[src/rtl/hyst_pkg.sv]
package hyst_pkg;

    // Registered switch state and the one-cycle termination flags
    typedef struct packed {
        logic gate;
        logic tmax_stop;
        logic ipk_stop;
    } gate_state_t;

endpackage

[src/rtl/hyst_sync.sv]
module hyst_sync #(
    parameter int WIDTH  = 2,
    parameter int STAGES = 2
) (
    input  logic             clk,
    input  logic             rst_n,
    input  logic [WIDTH-1:0] din,
    output logic [WIDTH-1:0] dout
);

    logic [STAGES-1:0][WIDTH-1:0] chain_d, chain_q;

    always_comb begin
        chain_d[0] = din;
        for (int i = 1; i < STAGES; i++) begin
            chain_d[i] = chain_q[i-1];
        end
    end

    always_ff @(posedge clk or negedge rst_n) begin
        if (!rst_n) begin
            chain_q <= '0;
        end else begin
            chain_q <= chain_d;
        end
    end

    assign dout = chain_q[STAGES-1];

endmodule

[src/rtl/hyst_limit_timer.sv]
// Saturating down-counter: clear has priority over load, load over decrement.
module hyst_limit_timer #(
    parameter int LOAD_VAL = 125
) (
    input  logic clk,
    input  logic rst_n,
    input  logic clr,
    input  logic load,
    input  logic dec,
    output logic zero
);

    localparam int CW = (LOAD_VAL < 1) ? 1 : $clog2(LOAD_VAL + 1);
    localparam logic [CW-1:0] LOAD_W = CW'(LOAD_VAL);

    logic [CW-1:0] cnt_d, cnt_q;

    always_comb begin
        cnt_d = cnt_q;
        if (clr) begin
            cnt_d = '0;
        end else if (load) begin
            cnt_d = LOAD_W;
        end else if (dec && (cnt_q != '0)) begin
            cnt_d = cnt_q - 1'b1;
        end
    end

    always_ff @(posedge clk or negedge rst_n) begin
        if (!rst_n) begin
            cnt_q <= '0;
        end else begin
            cnt_q <= cnt_d;
        end
    end

    assign zero = (cnt_q == '0);

    // the count never wraps below zero while running
    a_r5_timer_no_wrap: assert property (@(posedge clk) disable iff (!rst_n)
        (!clr && !load && zero) |=> zero);

    // a clear always empties the counter
    a_r9_timer_clear: assert property (@(posedge clk) disable iff (!rst_n)
        clr |=> zero);

endmodule

[src/rtl/hyst_gate_ctrl.sv]
module hyst_gate_ctrl
    import hyst_pkg::*;
#(
    parameter int ON_MAX_CYC  = 1000,
    parameter int OFF_MIN_CYC = 126,
    parameter int SYNC_STAGES = 2
) (
    input  logic clk,
    input  logic rst_n,
    input  logic en,
    input  logic fb_req,
    input  logic ipk_trip,
    output logic gate_on,
    output logic stop_by_tmax,
    output logic stop_by_ipk
);

    localparam int ON_LOAD  = ON_MAX_CYC - 1;
    localparam int OFF_LOAD = OFF_MIN_CYC - 1;

    logic [1:0] raw_in, sync_out;
    logic       req_s, trip_s;
    logic       on_zero, off_zero;
    logic       set_ok, stop_trip, stop_tmax;
    logic       on_load, off_load;

    gate_state_t st_d, st_q;

    assign raw_in = {ipk_trip, fb_req};

    hyst_sync #(
        .WIDTH (2),
        .STAGES(SYNC_STAGES)
    ) i_sync (
        .clk  (clk),
        .rst_n(rst_n),
        .din  (raw_in),
        .dout (sync_out)
    );

    assign req_s  = sync_out[0];
    assign trip_s = sync_out[1];

    hyst_limit_timer #(.LOAD_VAL(ON_LOAD)) i_on_timer (
        .clk  (clk),
        .rst_n(rst_n),
        .clr  (!en),
        .load (on_load),
        .dec  (st_q.gate),
        .zero (on_zero)
    );

    hyst_limit_timer #(.LOAD_VAL(OFF_LOAD)) i_off_timer (
        .clk  (clk),
        .rst_n(rst_n),
        .clr  (!en),
        .load (off_load),
        .dec  (!st_q.gate),
        .zero (off_zero)
    );

    // Latch decode: reset (trip or timeout) beats set
    always_comb begin
        stop_trip = st_q.gate && trip_s;
        stop_tmax = st_q.gate && on_zero && !trip_s;
        set_ok    = !st_q.gate && req_s && off_zero && !trip_s;

        st_d           = st_q;
        st_d.tmax_stop = 1'b0;
        st_d.ipk_stop  = 1'b0;
        on_load        = 1'b0;
        off_load       = 1'b0;

        if (!en) begin
            st_d.gate = 1'b0;
        end else if (stop_trip) begin
            st_d.gate     = 1'b0;
            st_d.ipk_stop = 1'b1;
            off_load      = 1'b1;
        end else if (stop_tmax) begin
            st_d.gate      = 1'b0;
            st_d.tmax_stop = 1'b1;
            off_load       = 1'b1;
        end else if (set_ok) begin
            st_d.gate = 1'b1;
            on_load   = 1'b1;
        end
    end

    always_ff @(posedge clk or negedge rst_n) begin
        if (!rst_n) begin
            st_q <= '0;
        end else begin
            st_q <= st_d;
        end
    end

    assign gate_on      = st_q.gate & en;
    assign stop_by_tmax = st_q.tmax_stop;
    assign stop_by_ipk  = st_q.ipk_stop;

    // ------------------------------------------------------------------
    // Assertion support: run-length counters observed from the latch
    // ------------------------------------------------------------------
    int unsigned on_run_q, off_run_q;
    logic        armed_q;

    always_ff @(posedge clk or negedge rst_n) begin
        if (!rst_n) begin
            on_run_q  <= 0;
            off_run_q <= 0;
            armed_q   <= 1'b0;
        end else begin
            on_run_q  <= st_q.gate ? on_run_q + 1 : 0;
            off_run_q <= st_q.gate ? 0 : ((off_run_q < 32'hFFFF) ? off_run_q + 1 : off_run_q);
            armed_q   <= !en ? 1'b0 : (st_q.gate ? 1'b1 : armed_q);
        end
    end

    // a turn-on needs a synchronized request with enable high
    a_r2_rise_has_cause: assert property (@(posedge clk) disable iff (!rst_n)
        $rose(st_q.gate) |-> ($past(req_s) && $past(en)));

    // on-time never exceeds the limit
    a_r4_on_bound: assert property (@(posedge clk) disable iff (!rst_n)
        st_q.gate |-> (on_run_q <= ON_MAX_CYC - 1));

    // off-time between two enabled pulses respects the lockout
    a_r5_off_bound: assert property (@(posedge clk) disable iff (!rst_n)
        ($rose(st_q.gate) && armed_q) |-> (off_run_q >= OFF_MIN_CYC));

    // a synchronized trip always leaves the switch off next cycle
    a_r8_trip_wins: assert property (@(posedge clk) disable iff (!rst_n)
        trip_s |=> !st_q.gate);

    // disable forces the latch low
    a_r9_disable_off: assert property (@(posedge clk) disable iff (!rst_n)
        !en |=> !st_q.gate);

    // termination flags are exclusive
    a_r3_flags_exclusive: assert property (@(posedge clk) disable iff (!rst_n)
        $onehot0({st_q.tmax_stop, st_q.ipk_stop}));

    // the timeout flag coincides with a falling gate
    a_r4_flag_on_fall: assert property (@(posedge clk) disable iff (!rst_n)
        st_q.tmax_stop |-> $fell(st_q.gate));

endmodule

[config.mk]
export PLATFORM = sky130hd
export DESIGN_NAME = hyst_gate_ctrl
export DESIGN_NICKNAME = d
export VERILOG_FILES = /design/src/rtl/hyst_pkg.sv /design/src/rtl/hyst_sync.sv /design/src/rtl/hyst_limit_timer.sv /design/src/rtl/hyst_gate_ctrl.sv
export SDC_FILE = /design/constraint.sdc
export NUM_CORES = 1
export LEC_CHECK = 0
export BUFFER_PORTS_ARGS = -buffer_cell sky130_fd_sc_hd__buf_2
export CAP_MARGIN = 20
export CORE_ASPECT_RATIO = 0.9
export CORE_UTILIZATION = 35
export DETAILED_ROUTE_END_ITERATION = 10
export HOLD_SLACK_MARGIN = 0.08
export PLACE_DENSITY = 0.56
export SETUP_SLACK_MARGIN = 0.5
export SLEW_MARGIN = 5
export SYNTH_ARGS = -nofsm -noshare
export SYNTH_HDL_FRONTEND = slang
export SYNTH_SLANG_ARGS = --single-unit
export TNS_END_PERCENT = 50
[constraint.sdc]
create_clock -name clk -period 4.5 [get_ports clk]
set_clock_uncertainty 0.2 [all_clocks]
set_input_delay 0.225 -clock clk [delete_from_list [all_inputs] [get_ports clk]]
set_output_delay 0.225 -clock clk [all_outputs]
set_load 0.01 [all_outputs]
Word-level counts from Yosys, hierarchy flattened
Index checks and enable logic that the tools add are counted.

word-level totals
  bits of input ports = 5
  memories = 0
  output and inout bits = 3
  memory bits (writable) = 0
  memory bits (read-only) = 0
  bits in registers = 24
  word-level logic and storage cells = 47
  latch bits = 0

operators by class
  multipliers = 0
  muxes and demuxes = 20
  div/mod/pow operators = 0
  reductions and logical operators = 14
  equality and inequality tests = 3
  shifts and indexed selects = 0
  bitwise logic cells = 1
  $lt $le $gt $ge = 0
  add/subtract/negate cells = 2

operators by type and width
  kind                                                                   count
  10-bit 2-to-1 mux                                                      3
  7-bit 2-to-1 mux                                                       3
  1-bit 2-to-1 mux                                                       13
  10-bit logical NOT                                                     1
  10-bit nonzero test                                                    1
  10-bit by 1-bit subtractor with 10-bit output (second input constant)  1
  1-bit logical AND                                                      8
  7-bit logical NOT                                                      1
  7-bit nonzero test                                                     1
  7-bit by 1-bit subtractor with 7-bit output (second input constant)    1
  3-bit by 1-bit != test with 1-bit output (second input constant)       2
  4-bit by 1-bit != test with 1-bit output (second input constant)       1
  1-bit logical NOT                                                      2
  2-bit 2-to-1 mux                                                       1
  1-bit AND                                                              1

Longest topological paths before layout
Gate-level depths: netlist of run 1.

  depth in word-level cells = 10
  depth in mapped cells = 6
  gate-level depth less buffers = 6

Hierarchy
Synthesis of run 1 repeated with hierarchy kept, for this count alone.

second synthesis, totals
  cell total of the unflattened synthesis = 126
  area total of the unflattened synthesis = 1,282.5 µm²

by module, submodules not included
  module                          cells an instance  area an instance (µm²)  sequential area each (µm²)  instances
  hyst_limit_timer (i_on_timer)   63                 600.6                   250.2                       1
  hyst_limit_timer (i_off_timer)  43                 417.9                   175.2                       1
  hyst_gate_ctrl                  16                 163.9                   75.1                        1
  hyst_sync                       4                  100.1                   100.1                       1

Worst setup path before layout of run 1
OpenSTA, ideal clock, no wires.

  path kind = register to register
  start point = register i_on_timer.cnt_q[0]
  end point = register i_off_timer.cnt_q[3]
  data required time = 4.233 ns
  clock period less this slack = 2.059 ns
  setup time = 0.067 ns
  data arrival time = 1.792 ns
  path slack = 2.441 ns
  path buffers = 0
  stages on the path, launching flop included = 7
  path through = dfrtp_1 > inv_1 > ha_1 > or4b_4 > o41ai_4 > or3_1 > o2111a_1

on the way
  longest elaborated chain between the ends = 8
  elaborated cells on any way between the ends = 9
  classes of those cells = 1 x eq/ne; 5 x mux; 3 x reduce/logical

ends and longest elaborated chain
  what                               line                    source
  from (decl)                        hyst_limit_timer.sv:16  logic [CW-1:0] cnt_d, cnt_q;
  from (signal assigned)             hyst_limit_timer.sv:33  cnt_q <= cnt_d;
  10-bit logical NOT *               hyst_limit_timer.sv:37  assign zero = (cnt_q == '0);
  1-bit logical AND * (2 in series)  hyst_gate_ctrl.sv:65    stop_tmax = st_q.gate && on_zero && !trip_s;
  1-bit 2-to-1 mux *                 hyst_gate_ctrl.sv:80    end else if (stop_tmax) begin
  1-bit 2-to-1 mux *                 hyst_gate_ctrl.sv:76    end else if (stop_trip) begin
  1-bit 2-to-1 mux *                 hyst_gate_ctrl.sv:74    if (!en) begin
  7-bit 2-to-1 mux                   hyst_limit_timer.sv:22  end else if (load) begin
  7-bit 2-to-1 mux                   hyst_limit_timer.sv:20  if (clr) begin
  to (signal assigned)               hyst_limit_timer.sv:33
  to (decl)                          hyst_limit_timer.sv:16

Every way passes the cells marked *; elsewhere a longest branch is shown, timed or not.
A chain may end at the register's enable or synchronous reset.

Worst setup path in the final report of run 1
  start point = register i_on_timer.cnt_q[0]
  end point = register i_off_timer.cnt_q[1]

The elaborated chain is that of the path after synthesis.

==> results of run 1 <==
-- worst max-delay path, cell delays in order (launching register included) --
cell       delay [ns]
dfrtp_1          0.40
inv_1            0.13
ha_1             0.17
nor4b_1          0.63
a311o_1          0.35
a21oi_1          0.09
a2111oi_1        0.32
-- cells by family (layout without fill, tap and decap cells) --
family / Yosys count / in the layout / share of synthesized area
buffers and inverters: 12 / 24 / 0.0352
XOR/XNOR: 1 / 1 / 0.00666
AND/OR/NAND/NOR: 59 / 59 / 0.259
AO/OA/AOI/OAI: 34 / 34 / 0.205
flip-flops: 24 / 24 / 0.456
adder cells (fa/ha/maj): 4 / 4 / 0.0380
-- cell type report --
type | count | area (sq um)
flip-flops and latches | 24 | 601
well taps | 44 | 55.1
repair buffers | 11 | 75.1
inverters | 9 | 33.8
fillers | 331 | 1990
multi-input cells | 98 | 669
clock buffers | 4 | 55.1
-- where the power goes --
group	total (mW)	switching, mW	internal, mW	leakage (nW)
registers	0.331	0.0663	0.265	0.318
logic	0.403	0.231	0.172	0.281
clock network	0.144	0.0655	0.0780	0.0288
-- per-stage QoR --
stage	area [sq um]	total power, mW
2_1_floorplan	1320	0.636
3_3_place_gp	1390	0.726
3_5_place_dp	1390	0.726
4_1_cts	1490	0.879
5_1_grt	1490	0.955
6_report	1490	0.878
-- Yosys cell counts (2+ instances only) --
master,number
a21oi_1,10
a31oi_1,5
and2_1,3
and3_1,2
clkbuf_1,2
dfrtp_1,24
ha_1,4
inv_1,8
nand2_1,12
nand3_1,8
nand4_1,3
nor2_1,9
nor3_1,4
nor3b_1,2
nor4_1,2
nor4b_1,2
o2111a_1,2
o211ai_1,2
o21ai_0,4
or3_1,4
-- flip-flops by register name, summed over array words and instances, names as in the netlist --
name	count
i_on_timer.cnt_q	10
i_off_timer.cnt_q	7
i_sync.chain_d	2
i_sync.dout	2
st_q	1
stop_by_ipk	1
stop_by_tmax	1
-- repair_timing --
action / CTS / global route
hold buffers: 4 / 0
buffers inserted: 0 / 0
hold endpoints to repair: 27 / 0
gates resized for setup: 0 / 0
-- layer usage --
| metal | track usage | wire [microns] | vias to the layer above |
|---|---|---|---|
| li1 | - | - | 535 |
| met5 | 0 | 0 | - |
| met1 | 0.231 | 1380 | 515 |
| met4 | 0.0669 | 44 | 0 |
| met3 | 0.0363 | 191 | 4 |
| met2 | 0.261 | 1260 | 44 |
-- path summary, 6_finish.rpt --
| kind | startpoint | endpoint | slack, ns |
|---|---|---|---|
| worst max-delay path | i_on_timer.cnt_q[0] | i_off_timer.cnt_q[1] | 2.10 |
| worst min-delay path | i_sync.chain_d[3] | i_sync.dout[1] | 0.16 |
| worst max register to register | i_on_timer.cnt_q[0] | i_off_timer.cnt_q[1] | 2.10 |
| worst min register to register | i_sync.chain_d[3] | i_sync.dout[1] | 0.16 |
| max in group asynchronous | rst_n | i_off_timer.cnt_q[2] | 3.48 |
| min in group asynchronous | rst_n | i_on_timer.cnt_q[7] | 0.27 |
-- cell usage in the layout (no fill, tap or decap), types with 2 or more instances in the layout --
cell,Yosys,layout
and3_1,2,2
dfrtp_1,24,24
buf_2,0,7
and2_1,3,3
or3_1,4,4
dlygate4sd3_1,0,4
a31oi_1,5,5
inv_1,8,8
nand4_1,3,3
a21oi_1,10,10
nor3b_1,2,2
nor4b_1,2,2
o21ai_0,4,4
nor2_1,9,9
nand3_1,8,8
clkbuf_8,0,4
o211ai_1,2,2
nor4_1,2,2
nor3_1,4,4
nand2_1,12,12
o2111a_1,2,2
ha_1,4,4
==> key figures, run 1 <==
Synthesis
  • Post-synth top area cell: dfrtp_1
  • Asr flop ratio synth: 1.00
  • Synth unique cells: 42
  • Synth Flop Type: dfrtp_1
  • Register area share after synthesis: 0.456
  • Post-synth EDFFs: 0
  • Net Count, Synth: 143
  • Top cells by area, synth: dfrtp_1 46%, a21oi_1 3.8%, ha_1 3.8%
  • Mapped Area: 0.00132 sq mm
  • YS warnings: 0
  • Post-synth top area share: 0.456
  • Mean Syn Cell Area: 9.82 sq um
  • Flops & latches, synth: 24
  • Synth Instances: 134

Detailed routing
  • 1st-pass router iterations: 4
  • Residual DRC: 0
  • DR WL/cell: 15.1 microns
  • Vias: 1098
  • Initial DRC count: 82
  • Via/cell ratio: 5.78
  • Routed WL: 2.87 mm
  • Final ANT Viol Nets: 0

Place
  • Cells after DPL: 182
  • Port bufs: 7
  • Pre-CTS WS: 2.16 ns
  • GPL Wtd Cong: 0.870
  • Dpl hpwl: 2.00 mm

Timing
  • RSZ-0062 raised after global routing: false
  • Peak Freq: 0.417 GHz
  • Worst rel slew slack: 0.482
  • Worst Tran Pin Value: 0.767 ns
  • Hold Slack: 0.155 ns
  • Final setup fails: 0
  • Final Cycle Share: 0.533
  • Setup ws final: 2.10 ns
  • Final hold violation count: 0
  • Slew Limit Fails: 0
  • Setup TNS: 0 ns
  • Period minus WS final: 2.40 ns

Final layout
  • N_diodes: 0
  • Layout cell share with drive strength beyond 1: 0.137
  • Area growth from synthesis to layout: 13.1%
  • Layout Nets: 156
  • Layout Utilization: 0.428
  • Non-Filler Instances: 190

Clock network
  • H-Tree Depth: 1
  • Root buffer cell: clkbuf_8
  • Longest Clk Path Bufs: 2
  • TritonCTS clock tree: done
  • Num CTS Buffers: 3
  • Clock slew at the register clock pins of the worst setup and hold paths: 0.08 ns
  • Sink Count: 24
  • Clock latency on the worst-skew pair: 0.26 ns

Setup path
  • Crit-path max FO: 4
  • WS Path Type: register to register
  • CP required: 4.45 ns
  • Setup crit end kind: register
  • CP startpoint kind: register
  • Worst path arrival time: 2.35 ns
  • R2R depth: 6

Die
  • Core Area: 0.00348 sq mm
  • Cell Rows: 20
  • Die area: 0.00401 sq mm
  • I/O pin cnt: 8
  • Initial Util: 0.378
  • Chip height: 60.2 microns
  • Die Wd: 66.6 microns

Global route
  • Largest net degree at the start of global routing: 25
  • GRT overflow: 0
  • Global Route Usage Sum: 0.169
  • First-pass GRT wire length: 4.98 mm
  • Initial antenna violation count: 0
  • Vias in the first global route: 1055

Power
  • P per Cell Area: 589 mW/mm^2
  • Leakage: 0.627 nW
  • Peak supply drop: 0.000250 V

Run status
  • Outcome: finished clean

Flow run
  • Number of max-cap violations: 0

Worst hold path
  • Min-Delay Path Depth: 0
  • Tightest Hold Check Type: register to register
Power figures use the tool's default switching activity.
==> inputs of run 2 (changes only) <==
--- a/config.mk
+++ b/config.mk
@@ -11,7 +11,7 @@
 export CORE_UTILIZATION = 35
 export DETAILED_ROUTE_END_ITERATION = 10
 export HOLD_SLACK_MARGIN = 0.08
-export PLACE_DENSITY = 0.56
+export PLACE_DENSITY = 0.58
 export SETUP_SLACK_MARGIN = 0.5
 export SLEW_MARGIN = 5
 export SYNTH_ARGS = -nofsm -noshare
==> constraint.sdc (replaced) <==
create_clock -name clk -period 2.1 [get_ports clk]
set_clock_uncertainty 0.2 [all_clocks]
set_input_delay 0.105 -clock clk [delete_from_list [all_inputs] [get_ports clk]]
set_output_delay 0.105 -clock clk [all_outputs]
set_load 0.01 [all_outputs]
==> key figures, run 2 (same netlist as run 1, synthesis figures left out) <==
Global route
  • First-pass GRT wire length: 5.52 mm
  • Global Route Usage Sum: 0.187
  • Initial antenna violation count: 0
  • GRT overflow: 0
  • Largest net degree at the start of global routing: 25
  • Vias in the first global route: 1155

Power
  • Overall Power: 2.14 mW
  • Peak supply drop: 0.000533 V
  • Leakage: 0.752 nW
  • P per Cell Area: 1240 mW/mm^2

Flow run
  • Number of max-cap violations: 0

Detailed routing
  • Residual DRC: 0
  • Met3 WL post-DR: 154 microns
  • Routed WL: 3.24 mm
  • Vias: 1200
  • Via/cell ratio: 5.74
  • M1 WL: 1.54 mm
  • Final ANT Viol Nets: 0
  • 1st-pass router iterations: 4
  • DR top layer: met4
  • DR WL/cell: 15.5 microns
  • Met2 wire length: 1.53 mm
  • Initial DRC count: 124

Timing
  • Final setup fails: 0
  • Hold Slack: -0.0432 ns
  • Setup TNS: 0 ns
  • Worst Tran Pin Value: 0.553 ns
  • Slew Limit Fails: 0
  • Period minus WS final: 2.05 ns
  • Final Cycle Share: 0.978
  • RSZ-0062 raised after global routing: true
  • Final hold violation count: 6
  • Worst rel slew slack: 0.632
  • Setup ws final: 0.0455 ns
  • Peak Freq: 0.487 GHz

Die
  • Cell Rows: 20
  • Chip height: 60.2 microns
  • Core Area: 0.00348 sq mm
  • Initial Util: 0.378
  • Die area: 0.00401 sq mm
  • Die Wd: 66.6 microns
  • I/O pin cnt: 8

Run status
  • Outcome: complete, but fails checks
  • Violated checks: negative hold slack

Final layout
  • Max FFs per register: 10
  • Commonest non-fill, non-tap cell in the layout: dfrtp_1
  • Final instance area: 0.00173 sq mm
  • N_diodes: 0
  • Layout Nets: 175
  • Area growth from synthesis to layout: 31.1%
  • Non-Filler Instances: 209
  • Largest reg by FF count: i_on_timer.cnt_q
  • Largest registers: i_on_timer.cnt_q (10), i_off_timer.cnt_q (7)
  • Most frequent cells in the layout: 23 x dfrtp_1, 15 x buf_4, 12 x nand2_1
  • Layout cell share with drive strength beyond 1: 0.315
  • Layout Utilization: 0.496

Setup path
  • Crit-path max FO: 5
  • Setup crit end kind: register
  • WS Path Type: register to register
  • Worst path arrival time: 2.07 ns
  • CP required: 2.12 ns
  • CP startpoint kind: register

Clock network
  • Num CTS Buffers: 3
  • Sink Count: 24
  • Root buffer cell: clkbuf_8
  • Longest Clk Path Bufs: 2
  • TritonCTS clock tree: done
  • H-Tree Depth: 1
  • Clock latency on the worst-skew pair: 0.27 ns
  • Clock slew at the register clock pins of the worst setup and hold paths: 0.09 ns
  • Post-CTS Hold Buffers: 4

Place
  • Cells after DPL: 196
  • Pre-CTS WS: 0.0545 ns
  • GPL Wtd Cong: 0.824
  • Dpl hpwl: 2.22 mm
  • Port bufs: 7
  • DP Area: 0.00152 sq mm

Worst hold path
  • Tightest Hold Check Type: input pin to register
[run 2: changes by cell type in the layout (fill, tap and decap cells not counted), sizes merged]
cell	delta
buf	+19
[run 2: worst paths after layout]
check / slack (ns) / from / endpoint / depth (start not counted)
worst max-delay path: 0.05 / i_on_timer.cnt_q[1] / i_off_timer.cnt_q[5] / 6
worst min-delay path: -0.04 / en / i_off_timer.cnt_q[4] / 3
worst max register to register: 0.05 / i_on_timer.cnt_q[1] / i_off_timer.cnt_q[5] / 6
worst min register to register: 0.16 / i_sync.chain_d[2] / i_sync.dout[0] / 0
max in group asynchronous: 1.15 / rst_n / st_q[2] / 2
min in group asynchronous: 0.14 / rst_n / i_on_timer.cnt_q[4] / 2
[run 2: worst max-delay path: stages (launching register included)]
cell and delay, ns:
dfrtp_1 0.39, inv_2 0.09, ha_4 0.14, or4b_4 0.50, o41ai_4 0.34, or3_1 0.18, o2111a_1 0.17
[run 2: layer usage]
| metal | up-vias | GRT usage |
|---|---|---|
| met5 | - | 0 |
| met4 | 0 | 0.0426 |
| met3 | 2 | 0.0439 |
| met2 | 34 | 0.302 |
| met1 | 590 | 0.253 |
| li1 | 574 | - |
[run 2: power by group]
group | leakage (nW) | switching, mW | internal, mW
Clock | 0.0288 | 0.148 | 0.167
Sequential | 0.316 | 0.121 | 0.568
Combinational | 0.407 | 0.603 | 0.533
Total | 0.752 | 0.872 | 1.27
[run 2: final cells by class]
class	instances	area (sq um)
Tap cell	44	55.1
Inverter	9	33.8
Clock buffer	4	55.1
Multi-Input combinational cell	98	747
Timing Repair Buffer	30	233
Fill cell	313	1750
Sequential cell	24	602
[run 2: timing repair]
item                                    CTS  global route
pin swaps                                 5            10
buffers inserted                          5             0
endpoints found under the hold margin    37            10
gates resized for setup                   8             9
endpoints found under the setup margin   19            20
